## config.mk

```make
export PLATFORM = sky130hd
export DESIGN_NAME = rx_flow_detect
export DESIGN_NICKNAME = d
export VERILOG_FILES = /design/src/rtl/rxfd_pkg.sv /design/src/rtl/rxfd_match.sv /design/src/rtl/rxfd_push.sv /design/src/rtl/rxfd_gate.sv /design/src/rtl/rxfd_status.sv /design/src/rtl/rx_flow_detect.sv
export SDC_FILE = /design/constraint.sdc
export NUM_CORES = 1
export LEC_CHECK = 0
export BUFFER_PORTS_ARGS = -buffer_cell sky130_fd_sc_hd__clkbuf_2
export CAP_MARGIN = 25
export CORE_MARGIN = 4
export CORE_UTILIZATION = 49
export CTS_CLUSTER_SIZE = 14
export DETAILED_ROUTE_END_ITERATION = 10
export GPL_ROUTABILITY_DRIVEN = 0
export GPL_TIMING_DRIVEN = 0
export PLACE_DENSITY_LB_ADDON = 0.3
export SLEW_MARGIN = 10
export SYNTH_ARGS = -nofsm -noshare
export SYNTH_HDL_FRONTEND = slang
export SYNTH_SLANG_ARGS = --single-unit
```

## constraint.sdc

```tcl
create_clock -name clk -period 1.15 [get_ports clk]
set_input_delay 0 -clock clk [delete_from_list [all_inputs] [get_ports clk]]
set_output_delay 0 -clock clk [all_outputs]
set_load 0.01 [all_outputs]
```

## src/rtl/rxfd_pkg.sv

```systemverilog
package rxfd_pkg;
  localparam int unsigned FC_REFS = 2;
  localparam int unsigned FC_ON   = 0;
  localparam int unsigned FC_OFF  = 1;

  typedef struct packed {
    logic hit_on;
    logic hit_off;
  } fc_hit_t;

  typedef enum logic [1:0] {
    GATE_HOLD = 2'd0,
    GATE_STOP = 2'd1,
    GATE_RUN  = 2'd2
  } gate_req_e;
endpackage

```

## src/rtl/rxfd_match.sv

```systemverilog
module rxfd_match
  import rxfd_pkg::*;
#(
  parameter int unsigned DATA_W = 8
) (
  input  logic [DATA_W-1:0] chr,
  input  logic [DATA_W-1:0] xon_ref,
  input  logic [DATA_W-1:0] xoff_ref,
  output fc_hit_t           hit
);
  logic [FC_REFS-1:0][DATA_W-1:0] refs;
  logic [FC_REFS-1:0]             eq;

  assign refs[FC_ON]  = xon_ref;
  assign refs[FC_OFF] = xoff_ref;

  // one equality comparator per reference, always active
  for (genvar k = 0; k < FC_REFS; k++) begin : g_cmp
    assign eq[k] = (chr == refs[k]);
  end

  assign hit.hit_on  = eq[FC_ON];
  assign hit.hit_off = eq[FC_OFF];
endmodule

```

## src/rtl/rxfd_push.sv

```systemverilog
module rxfd_push
  import rxfd_pkg::*;
#(
  parameter int unsigned DATA_W = 8,
  parameter int unsigned ERR_W  = 3
) (
  input  logic              clk,
  input  logic              rst_n,
  input  logic              accept,
  input  fc_hit_t           hit,
  input  logic              transparent,
  input  logic [DATA_W-1:0] chr,
  input  logic [ERR_W-1:0]  err,
  output logic              push,
  output logic [DATA_W-1:0] data,
  output logic [ERR_W-1:0]  err_o
);
  logic              push_nxt, push_q;
  logic [DATA_W-1:0] data_q;
  logic [ERR_W-1:0]  err_q;

  always_comb begin
    push_nxt = accept & ~(transparent & (hit.hit_on | hit.hit_off));
  end

  always_ff @(posedge clk or negedge rst_n) begin
    if (!rst_n) begin
      push_q <= 1'b0;
      data_q <= '0;
      err_q  <= '0;
    end else begin
      push_q <= push_nxt;
      if (push_nxt) begin
        data_q <= chr;
        err_q  <= err;
      end
    end
  end

  assign push  = push_q;
  assign data  = data_q;
  assign err_o = err_q;

  assert_transparent_drop_R4: assert property (@(posedge clk) disable iff (!rst_n)
    accept && transparent && (hit.hit_on || hit.hit_off) |=> !push_q);
  assert_plain_push_R2: assert property (@(posedge clk) disable iff (!rst_n)
    accept && !hit.hit_on && !hit.hit_off |=> push_q && (data_q == $past(chr)));
endmodule

```

## src/rtl/rxfd_gate.sv

```systemverilog
module rxfd_gate
  import rxfd_pkg::*;
(
  input  logic    clk,
  input  logic    rst_n,
  input  logic    sw_reset,
  input  logic    auto_en,
  input  logic    accept,
  input  fc_hit_t hit,
  input  logic    host_stop,
  input  logic    host_resume,
  output logic    tx_en
);
  gate_req_e req;
  logic      en_nxt, en_ld, en_q;

  always_comb begin
    req = GATE_HOLD;
    if (auto_en) begin
      if (accept && hit.hit_off)      req = GATE_STOP;
      else if (accept && hit.hit_on)  req = GATE_RUN;
    end else begin
      if (host_stop)                  req = GATE_STOP;
      else if (host_resume)           req = GATE_RUN;
    end
    if (sw_reset) req = GATE_RUN;
  end

  always_comb begin
    en_ld  = (req != GATE_HOLD);
    en_nxt = (req == GATE_RUN);
  end

  always_ff @(posedge clk or negedge rst_n) begin
    if (!rst_n)     en_q <= 1'b1;
    else if (en_ld) en_q <= en_nxt;
  end

  assign tx_en = en_q;

  assert_swreset_release_R9: assert property (@(posedge clk) disable iff (!rst_n)
    sw_reset |=> en_q);
  assert_xoff_stops_R6: assert property (@(posedge clk) disable iff (!rst_n)
    auto_en && accept && hit.hit_off && !sw_reset |=> !en_q);
  assert_auto_host_ignored_R8: assert property (@(posedge clk) disable iff (!rst_n)
    auto_en && !accept && !sw_reset |=> $stable(en_q));
  assert_host_rx_ignored_R8: assert property (@(posedge clk) disable iff (!rst_n)
    !auto_en && !host_stop && !host_resume && !sw_reset |=> $stable(en_q));
endmodule

```

## src/rtl/rxfd_status.sv

```systemverilog
module rxfd_status
  import rxfd_pkg::*;
(
  input  logic    clk,
  input  logic    rst_n,
  input  logic    accept,
  input  fc_hit_t hit,
  input  logic    clr,
  input  logic    mask,
  output logic    stat,
  output logic    irq
);
  logic set_evt, stat_nxt, stat_q;

  always_comb begin
    set_evt  = accept & (hit.hit_on | hit.hit_off);
    stat_nxt = set_evt | (stat_q & ~clr);
  end

  always_ff @(posedge clk or negedge rst_n) begin
    if (!rst_n) stat_q <= 1'b0;
    else        stat_q <= stat_nxt;
  end

  assign stat = stat_q;
  assign irq  = stat_q & mask;

  assert_stat_hold_R10: assert property (@(posedge clk) disable iff (!rst_n)
    stat_q && !clr |=> stat_q);
  assert_stat_set_R10: assert property (@(posedge clk) disable iff (!rst_n)
    accept && (hit.hit_on || hit.hit_off) |=> stat_q);
  assert_no_spurious_R11: assert property (@(posedge clk) disable iff (!rst_n)
    !accept && !stat_q |=> !stat_q);
endmodule

```

## src/rtl/rx_flow_detect.sv

```systemverilog
module rx_flow_detect
  import rxfd_pkg::*;
#(
  parameter int unsigned DATA_W = 8,
  parameter int unsigned ERR_W  = 3
) (
  input  logic              clk,
  input  logic              rst_n,
  input  logic              rx_valid,
  input  logic [DATA_W-1:0] rx_char,
  input  logic [ERR_W-1:0]  rx_err,
  input  logic              fifo_full,
  input  logic [DATA_W-1:0] xon_char,
  input  logic [DATA_W-1:0] xoff_char,
  input  logic              auto_gate_en,
  input  logic              transparent,
  input  logic              host_stop,
  input  logic              host_resume,
  input  logic              sw_reset,
  input  logic              irq_mask,
  input  logic              stat_clr,
  output logic              fifo_push,
  output logic [DATA_W-1:0] fifo_data,
  output logic [ERR_W-1:0]  fifo_err,
  output logic              tx_enable,
  output logic              match_stat,
  output logic              irq
);
  logic [1:0] rst_sync;
  logic       rst_n_i;
  logic       accept;
  fc_hit_t    hit;

  // asynchronous assert, synchronous release
  always_ff @(posedge clk or negedge rst_n) begin
    if (!rst_n) rst_sync <= 2'b00;
    else        rst_sync <= {rst_sync[0], 1'b1};
  end
  assign rst_n_i = rst_sync[1];

  // a character is only recognised when the FIFO can take it
  assign accept = rx_valid & ~fifo_full;

  rxfd_match #(.DATA_W(DATA_W)) u_match (
    .chr      (rx_char),
    .xon_ref  (xon_char),
    .xoff_ref (xoff_char),
    .hit      (hit)
  );

  rxfd_push #(.DATA_W(DATA_W), .ERR_W(ERR_W)) u_push (
    .clk         (clk),
    .rst_n       (rst_n_i),
    .accept      (accept),
    .hit         (hit),
    .transparent (transparent),
    .chr         (rx_char),
    .err         (rx_err),
    .push        (fifo_push),
    .data        (fifo_data),
    .err_o       (fifo_err)
  );

  rxfd_gate u_gate (
    .clk         (clk),
    .rst_n       (rst_n_i),
    .sw_reset    (sw_reset),
    .auto_en     (auto_gate_en),
    .accept      (accept),
    .hit         (hit),
    .host_stop   (host_stop),
    .host_resume (host_resume),
    .tx_en       (tx_enable)
  );

  rxfd_status u_status (
    .clk    (clk),
    .rst_n  (rst_n_i),
    .accept (accept),
    .hit    (hit),
    .clr    (stat_clr),
    .mask   (irq_mask),
    .stat   (match_stat),
    .irq    (irq)
  );

  assert_overrun_no_push_R5: assert property (@(posedge clk) disable iff (!rst_n_i)
    rx_valid && fifo_full |=> !fifo_push);
  assert_overrun_gate_R5: assert property (@(posedge clk) disable iff (!rst_n_i)
    fifo_full && !sw_reset && auto_gate_en |=> $stable(tx_enable));
endmodule

```

-- Word level (Yosys, flattened, before mapping)
Index checks and enable logic that the tools add are counted.
- add/sub/neg operators: 0
- multipliers: 0
- div/mod/pow operators: 0
- $lt $le $gt $ge: 0
- eq/ne operators: 3
- shifts and indexed selects: 0
- mux-type cells: 6
- bitwise gates (word level): 11
- reduce and logical (&&, ||, !) cells: 3
- operators with widths (cell ; number):
    equality test 8 bit ; 2
    two-way mux 2 bit ; 6
    bitwise AND 1 bit ; 6
    NOT 1 bit ; 3
    equality test 2 bit, second input constant ; 1
    logical AND 1 bit ; 2
    bitwise OR 1 bit ; 2
    nonzero test 2 bit ; 1
- register bits after elaboration: 16
- latch bits: 0
- memory bits (writable): 0
- ROM bits: 0
- bits of input ports: 38
- output and inout port bits: 15
- logic and storage cells: 29
- memories kept: 0

-- Logic depth before layout (Yosys ltp)
Gate-level depths: netlist of the first run.
- word-level depth: 8
- gate-level depth with buffers: 6
- depth with buffers taken out: 5

-- Modules after synthesis
A second synthesis of the first run with hierarchy kept.
- cells, all modules: 90
- area total of the unflattened synthesis: 965.9 um2
- modules (own cells, without submodules) (module ; times used ; cells each ; area an instance (um2) ; sequential area each (um2)):
    rxfd_push ; 1 ; 53 ; 618.1 ; 300.3
    rxfd_match ; 1 ; 22 ; 172.7 ; 0.0
    rx_flow_detect ; 1 ; 4 ; 67.6 ; 50.0
    rxfd_gate ; 1 ; 6 ; 61.3 ; 26.3
    rxfd_status ; 1 ; 5 ; 46.3 ; 25.0

-- Worst setup path before layout of the first run
No wires, ideal clock.
- kind: input to register
- from: input port xoff_char[5]
- to: register u_push.data_q[0] (netlist: u_push.data[0])
- library setup time: 0.131 ns
- arrival time: 0.986 ns
- required time: 1.019 ns
- slack: 0.033 ns
- stages: 6
- path buffers: 1
- cell sequence: xor2_1 -> nor4_2 -> nand2_1 -> buf_2 -> nand4_1 -> o211ai_2
- cells in the longest elaborated chain, start to end: 5
- RTL lines (element ; line ; source):
    from (decl) ; rx_flow_detect.sv:14 ; input logic [DATA_W-1:0] xoff_char,
    equality test 8 bit ; rxfd_match.sv:19 ; assign eq[k] = (chr == refs[k]);
    bitwise OR 1 bit ; rxfd_push.sv:23 ; push_nxt = accept & ~(transparent & (hit.hit_on | hit.hit_off));
    bitwise AND 1 bit ; rxfd_push.sv:23 ;
    NOT 1 bit ; rxfd_push.sv:23 ;
    bitwise AND 1 bit ; rxfd_push.sv:23 ;
    to (signal assigned) ; rxfd_push.sv:34 ; data_q <= chr;
    to (decl) ; rxfd_push.sv:19 ; logic [DATA_W-1:0] data_q;
No other way between the ends.
A chain may end at the register's enable or synchronous reset.

-- Worst setup path after layout of the first run
- from: input port rx_char[7]
- to: register u_push.data_q[6] (netlist: u_push.data[6])
- cells in the longest elaborated chain, start to end: 5
- elaborated cells between the ends (all ways): 6
- classes of those cells: eq/ne (2); bitwise (4)
- RTL lines (element ; line ; source):
    from (decl) ; rx_flow_detect.sv:10 ; input logic [DATA_W-1:0] rx_char,
    equality test 8 bit ; rxfd_match.sv:19 ;
    bitwise OR 1 bit (*) ; rxfd_push.sv:23 ;
    bitwise AND 1 bit (*) ; rxfd_push.sv:23 ;
    NOT 1 bit (*) ; rxfd_push.sv:23 ;
    bitwise AND 1 bit (*) ; rxfd_push.sv:23 ;
Mark *: on every way between the ends. The rest lies on a longest branch, timed or not.

==> results of run 1 <==
==> through the flow <==
step / utilization [%] / TNS, ns / hold slack [ns] / setup slack, ns / power, mW
after floorplan: - / 0 / -0.2956 / 0.03264 / 0.9308
after global placement: 68.01 / -3.137 / -0.2148 / -0.2953 / 1.109
after detailed placement: 68.01 / -3.938 / -0.2135 / -0.3738 / 1.132
after CTS: 74.26 / 0 / 0.009131 / 0.009983 / 1.537
after global routing: 76.65 / 0 / 0.01765 / 0.007502 / 1.633
final: 76.65 / 0 / 0.01044 / 0.06505 / 1.548
==> cell usage in the layout, fill, tap and decap left out, drive strengths merged <==
| master | synthesis | final |
|---|---|---|
| clkbuf | 7 | 61 |
| xor2 | 16 | 16 |
| dfrtp | 15 | 15 |
| nand2 | 14 | 14 |
| a21oi | 14 | 14 |
| nand4 | 11 | 11 |
| nor3b | 11 | 11 |
| o211ai | 11 | 11 |
| buf | 2 | 8 |
| dlygate4sd3 | 0 | 7 |
| nor4 | 4 | 4 |
| and2 | 2 | 2 |
| o21ai | 2 | 2 |
| nor2 | 2 | 2 |
| nand2b | 1 | 1 |
| inv | 1 | 1 |
| o22ai | 1 | 1 |
| nor2b | 1 | 1 |
| nor3 | 1 | 1 |
| conb | 1 | 1 |
| dfstp | 1 | 1 |
==> what timing repair did <==
action	in CTS	in global routing
setup buffers	2	1
gates cloned	0	1
endpoints found under the hold margin	6	0
setup endpoints to repair	9	10
pin swaps	1	2
gates resized for setup	1	15
hold buffers	7	0
==> cell families after synthesis <==
| group | Yosys count |
|---|---|
| AOI/OAI and AO/OA | 28 |
| xor gates and xnor gates | 16 |
| buffers and inverters | 10 |
| DFF | 16 |
| other | 1 |
| and+or+nand+nor | 47 |
==> path summary, 6_finish.rpt <==
check                                              endpoint  slack [ns]  depth (start not counted)
worst max-delay path             u_push.data[6]$_DFFE_PN0P_        0.07                          8
worst min-delay path                  rst_sync[1]$_DFF_PN0_        0.01                          2
worst max register to register     u_gate.tx_en$_DFFE_PN1P_        0.25                          4
worst min register to register  u_push.err_o[2]$_DFFE_PN0P_        0.25                          0
max in group asynchronous           u_status.stat$_DFF_PN0_        0.51                          0
min in group clk                u_push.err_o[0]$_DFFE_PN0P_        0.03                          3
==> flip-flops by register name, indices dropped and copies added (netlist names) <==
signal         count
rst_sync           2
u_gate.tx_en       1
u_push.err_o       3
u_status.stat      1
u_push.push        1
u_push.data        8
==> cell usage after synthesis <==
| cell type | count |
|---|---|
| xor2_1 | 16 |
| dfrtp_1 | 15 |
| nand2_1 | 14 |
| a21oi_1 | 13 |
| nand4_1 | 11 |
| nor3b_1 | 11 |
| o211ai_2 | 9 |
| clkbuf_1 | 7 |
| and2_1 | 2 |
| nor2_1 | 2 |
| nor4_1 | 2 |
| nor4_2 | 2 |
| o211ai_1 | 2 |
| o21ai_1 | 2 |
| a21oi_2 | 1 |
| buf_2 | 1 |
| buf_6 | 1 |
| conb_1 | 1 |
| dfstp_2 | 1 |
| inv_1 | 1 |
| nand2b_1 | 1 |
| nor2b_1 | 1 |
| nor3_1 | 1 |
| o22ai_2 | 1 |
==> per-layer routing <==
layer / GRT usage [%] / wire length, um
met5: 0 / 0
met4: 5.208 / 121
met3: 6.294 / 220
met2: 41.22 / 1767
met1: 24.23 / 1277
==> cell type report <==
| class | instances | area (um2) | share of cell area, % |
|---|---|---|---|
| repair buffers | 63 | 360.3 | 23.02 |
| multi-input cells | 92 | 678.2 | 43.33 |
| flip-flops and latches | 16 | 401.6 | 25.66 |
| well taps | 27 | 33.78 | 2.158 |
| inverters | 1 | 3.754 | 0.2398 |
| plain buffers | 9 | 51.30 | 3.277 |
| clock buffers | 4 | 36.28 | 2.318 |
==> power groups by stage <==
stage                     registers, mW  logic [mW]  clock network, mW
after CTS                         0.690       0.460              0.387
final                             0.691       0.481              0.376
after global routing              0.702       0.525              0.405
after global placement            0.697       0.412                  0
after floorplan                   0.724       0.206                  0
after detailed placement          0.703       0.430                  0
==> flow_summary_export.csv, run 1 <==
group,metric,value,unit
run_status,status,"completed",
setup_path,slowest_delay,0.24,ns
synth,seq_area_frac_synth,36.69,%
setup_path,worstSetupStartpointType,"input port",
synth,syn_nets,156,
route,detail_route.iter0.violations,40,
route,firstDrtPassIters,4,
power,netSwitchingPower,0.5011,mW
clocking,cts_num_sinks,16,
synth,synth-seq-cells,16,
power,cellInternalPower,1.047,mW
synth,yosysTopAreaCellShare,34.29,%
timing,drv_slew,0,
synth,synth.mux.area_fraction,0,%
setup_path,cp.required,1.33,ns
power,pwr_density_cell,988.9,mW/mm2
power,irDropWorstVdd,0.9961,mV
timing,min_period,1.085,ns
place,placed_cells,197,
synth,syn_area_per_cell,9.278,um2
synth,synth_compound_area_share,20.46,%
timing,max-slew-margin-rel,59.87,%
layout,nets,224,
synth,synthTopCellsByArea,"dfrtp_1 (34%), xor2_1 (13%), o211ai_2 (10%)",
synth,synth-adder-area-share,0,%
power,comb_power_share,31.1,%
synth,synth-xor-area-share,12.80,%
route,drc,0,
layout,final_cells,212,
global_route,grt_pass1_vias,1177,
layout,areaGrowthSynthToFinish,42.97,%
global_route,grtUsageTotal,22.05,%
clocking,cts_made_buffers,3,
power,p_leak,0.7213,nW
setup_path,end_kind,"flip-flop",
floorplanning,coreArea,0.002042,mm2
synth,yosysWarnings,0,
timing,period_share,94.34,%
layout,drive_gt1_share,44.32,%
timing,finalSetupViolCount,0,
timing,hold_viol_final,0,
floorplanning,die_area,0.003055,mm2
setup_path,crit_path_max_fanout,5,
floorplanning,initial_core_util,53.62,%
synth,synthSimpleGateAreaFrac,25.49,%
floorplanning,die_w,55.27,um
setup_path,worst-endpoint-arrival,1.26,ns
clocking,cts_tree,"done",
synth,synth.cell_area,0.001095,mm2
setup_path,cp_slowest_cell,"xor2_1",
power,p_sw_share,32.37,%
synth,ys_types,24,
route,via_per_inst,5.769,
power,pwr-share-seq,44.6,%
timing,fmax,0.9217,GHz
min_path,min_path_type,"in2async",
clocking,clock_latency,0.29,ns
setup_path,crit_family,"buffers and inverters",
floorplanning,rows,16,
floorplanning,chipHeight,55.27,um
route,ant_nets,0,
global_route,antenna_found_initial,0,
timing,worst_pin_slew,0.6020,ns
setup_path,r2r_start,"u_gate.tx_en$_DFFE_PN1P_",
clocking,cts-root-buf,"clkbuf_4",
clocking,h-tree-depth,1,
route,wire_per_inst,15.97,um
place,dp_hpwl,2431,um
setup_path,cp.buffers_inverters,4,
setup_path,worstSetupPathType,"in2reg",
global_route,grt_overflow,0,
layout,final_area,0.001565,mm2
run,cap_violations,0,
layout,fillers,151,
synth,synth_top_area_cell,"dfrtp_1",
power,power_frac_clock,24.3,%
place,postPlaceCellArea,0.001389,mm2
route,totalWireLength,3385,um
route,vias,1223,
setup_path,worstSetupStartpoint,"rx_char[7]",
setup_path,cpMostUsedCell,"buf_4",
clocking,clock_path_buffers,2,
floorplanning,ios,53,
global_route,grt_max_degree,15,
synth,synth_cells,118,
setup_path,crit_chain,"clkbuf_2 > xor2_1 > nor4_2 > buf_4 > buf_4 > a21oi_2 > buf_4 > o211ai_2",
place,port_buffers,52,
timing,clock_skew,0.003329,ns
synth,synth_top_family_by_area,"simple AND/OR/NAND/NOR gates",
timing,rsz0062_at_grt,"no",
clocking,clk_pin_slew_worst_paths,0.09,ns
global_route,grt_pass1_wl,5471,um
layout,diodes,0,
Power figures use the tool's default switching activity.
==> run 2: changes to the inputs <==
--- a/config.mk
+++ b/config.mk
@@ -7,12 +7,12 @@
 export LEC_CHECK = 0
 export BUFFER_PORTS_ARGS = -buffer_cell sky130_fd_sc_hd__clkbuf_2
 export CAP_MARGIN = 25
+export CORE_ASPECT_RATIO = 0.9
 export CORE_MARGIN = 4
 export CORE_UTILIZATION = 49
 export CTS_CLUSTER_SIZE = 14
 export DETAILED_ROUTE_END_ITERATION = 10
 export GPL_ROUTABILITY_DRIVEN = 0
-export GPL_TIMING_DRIVEN = 0
 export PLACE_DENSITY_LB_ADDON = 0.3
 export SLEW_MARGIN = 10
 export SYNTH_ARGS = -nofsm -noshare
==> flow_summary_export.csv, run 2 (synthesis gave the netlist of run 1 again) <==
group,metric,value,unit
clocking,cts_tree,"done",
clocking,clk_pin_slew_worst_paths,0.08,ns
clocking,h-tree-depth,1,
timing,drv_slew,0,
layout,final_common_cell,"clkbuf_2",
power,netSwitchingPower,0.5084,mW
timing,max-slew-margin-rel,62.35,%
power,pwr-share-seq,45.8,%
floorplanning,initial_core_util,54.01,%
route,drc,0,
route,vias,1200,
global_route,grt_overflow,0,
route,ant_nets,0,
global_route,antenna_found_initial,0,
setup_path,r2r_setup_slack,0.22,ns
setup_path,cp_slowest_cell,"nor4_1",
floorplanning,coreArea,0.002027,mm2
power,p_leak,0.7492,nW
layout,drive_gt1_share,44.92,%
power,comb_power_share,32.8,%
layout,largest_reg_flops,8,
timing,worst_pin_slew,0.5647,ns
place,port_buffers,52,
layout,final_util,78.89,%
place,placed_cells,200,
layout,areaGrowthSynthToFinish,46.06,%
setup_path,worst-endpoint-arrival,1.27,ns
global_route,grt_pass1_wl,5278,um
place,postPlaceCellArea,0.001461,mm2
setup_path,crit-reg2reg-capture,"u_gate.tx_en$_DFFE_PN1P_",
floorplanning,die_area,0.003056,mm2
timing,period_share,91.26,%
setup_path,end_kind,"flip-flop",
floorplanning,chipHeight,52.85,um
setup_path,worstSetupStartpointType,"input port",
layout,most-common-layout-cells,"clkbuf_2 (52), xor2_1 (16), dfrtp_1 (15)",
timing,min_period,1.050,ns
setup_path,r2r_start,"u_gate.tx_en$_DFFE_PN1P_",
setup_path,ff2ff_path_depth,4,
clocking,clock_path_buffers,2,
power,p_sw_share,33.49,%
clocking,cts_num_sinks,16,
route,wire_per_inst,15.27,um
run,cap_violations,0,
setup_path,slowest_delay,0.39,ns
power,irDropWorstVdd,0.8567,mV
timing,rsz0062_at_grt,"no",
place,place_ws,-0.3535,ns
route,via_per_inst,5.660,
floorplanning,die_w,57.83,um
setup_path,crit_chain,"clkbuf_2 > xor2_1 > nor4_1 > and2_1 > a21oi_4 > o211ai_2",
route,detail_route.iter0.violations,27,
floorplanning,rows,15,
run_status,status,"completed",
place,dp_hpwl,2412,um
clocking,cts-root-buf,"clkbuf_4",
power,power_frac_clock,21.5,%
min_path,min_path_type,"in2async",
floorplanning,ios,53,
timing,clock_skew,0.01557,ns
setup_path,cp.required,1.37,ns
layout,nets,226,
timing,fmax,0.9528,GHz
route,totalWireLength,3237,um
setup_path,worstSetupPathType,"in2reg",
global_route,grtUsageTotal,23.33,%
timing,whs,0.01798,ns
setup_path,crit_path_max_fanout,12,
layout,final_area,0.001599,mm2
clocking,clock_latency,0.31,ns
global_route,grt_max_degree,26,
global_route,grt_pass1_vias,1226,
clocking,cts_made_buffers,3,
layout,diodes,0,
layout,final_cells,212,
power,pwr_density_cell,949.3,mW/mm2
power,cellInternalPower,1.010,mW
timing,hold_viol_final,0,
timing,finalSetupViolCount,0,
timing,fin_ws,0.1005,ns
clocking,post-cts-setup-buffers,0,
setup_path,worstSetupStartpoint,"rx_char[6]",
route,firstDrtPassIters,4,
[run 2: cell types whose count changed in the layout (fill, tap and decap cells not counted), sizes merged]
cell         previous run  this run
clkbuf                 61        56
buf                     8        14
dlygate4sd3             7         8
[run 2: worst max-delay path by stage]
stage	to	slack (ns)	cells past startpoint
after detailed placement	u_push.data[4]$_DFFE_PN0P_	-0.35	6
after global placement	u_push.data[3]$_DFFE_PN0P_	-0.29	6
after global routing	u_push.err_o[2]$_DFFE_PN0P_	0.02	6
after CTS	u_push.data[5]$_DFFE_PN0P_	0.05	7
after floorplan	u_push.data[0]$_DFFE_PN0P_	0.03	6
final	u_push.err_o[2]$_DFFE_PN0P_	0.10	6
[run 2: worst max-delay path, delay by kind of cell]
family | cells | cell delay [ns]
XOR/XNOR | 1 | 0.16
buffers and inverters | 1 | 0.11
AO/OA/AOI/OAI | 2 | 0.32
AND/OR/NAND/NOR | 2 | 0.66
[run 2: routing by layer]
layer	up-vias	wire [um]	global-route usage (%)
met5	-	0	0
met4	0	99	13.51
met3	12	179	5.911
met2	46	1663	39.47
met1	573	1294	26.58
li1	569	-	-
[run 2: final cells by class]
| type | count | area [um2] |
|---|---|---|
| Timing Repair Buffer | 74 | 457.9 |
| Tap cell | 25 | 31.28 |
| Clock buffer | 4 | 26.28 |
| Fill cell | 141 | 427.9 |
| Inverter | 1 | 3.754 |
| Multi-Input combinational cell | 92 | 678.2 |
| Sequential cell | 16 | 401.6 |
[run 2: repair_timing]
| item | in CTS | in global routing |
|---|---|---|
| endpoints found under the setup margin | 3 | 9 |
| hold endpoints to repair | 7 | 0 |
| gates resized for setup | 1 | 3 |
| hold buffers | 8 | 0 |
[run 2: through the flow]
step / power, mW / setup TNS, ns
after floorplan: 0.9308 / 0
after global placement: 1.137 / -3.330
after detailed placement: 1.163 / -3.909
after CTS: 1.507 / 0
after global routing: 1.616 / 0
final: 1.518 / 0
[run 2: power groups by stage]
stage	combinational [mW]	sequential [mW]	clock, mW
2_1_floorplan	0.206	0.724	0
3_3_place_gp	0.437	0.700	0
3_5_place_dp	0.458	0.705	0
4_1_cts	0.482	0.694	0.331
5_1_grt	0.542	0.705	0.368
6_report	0.497	0.694	0.326
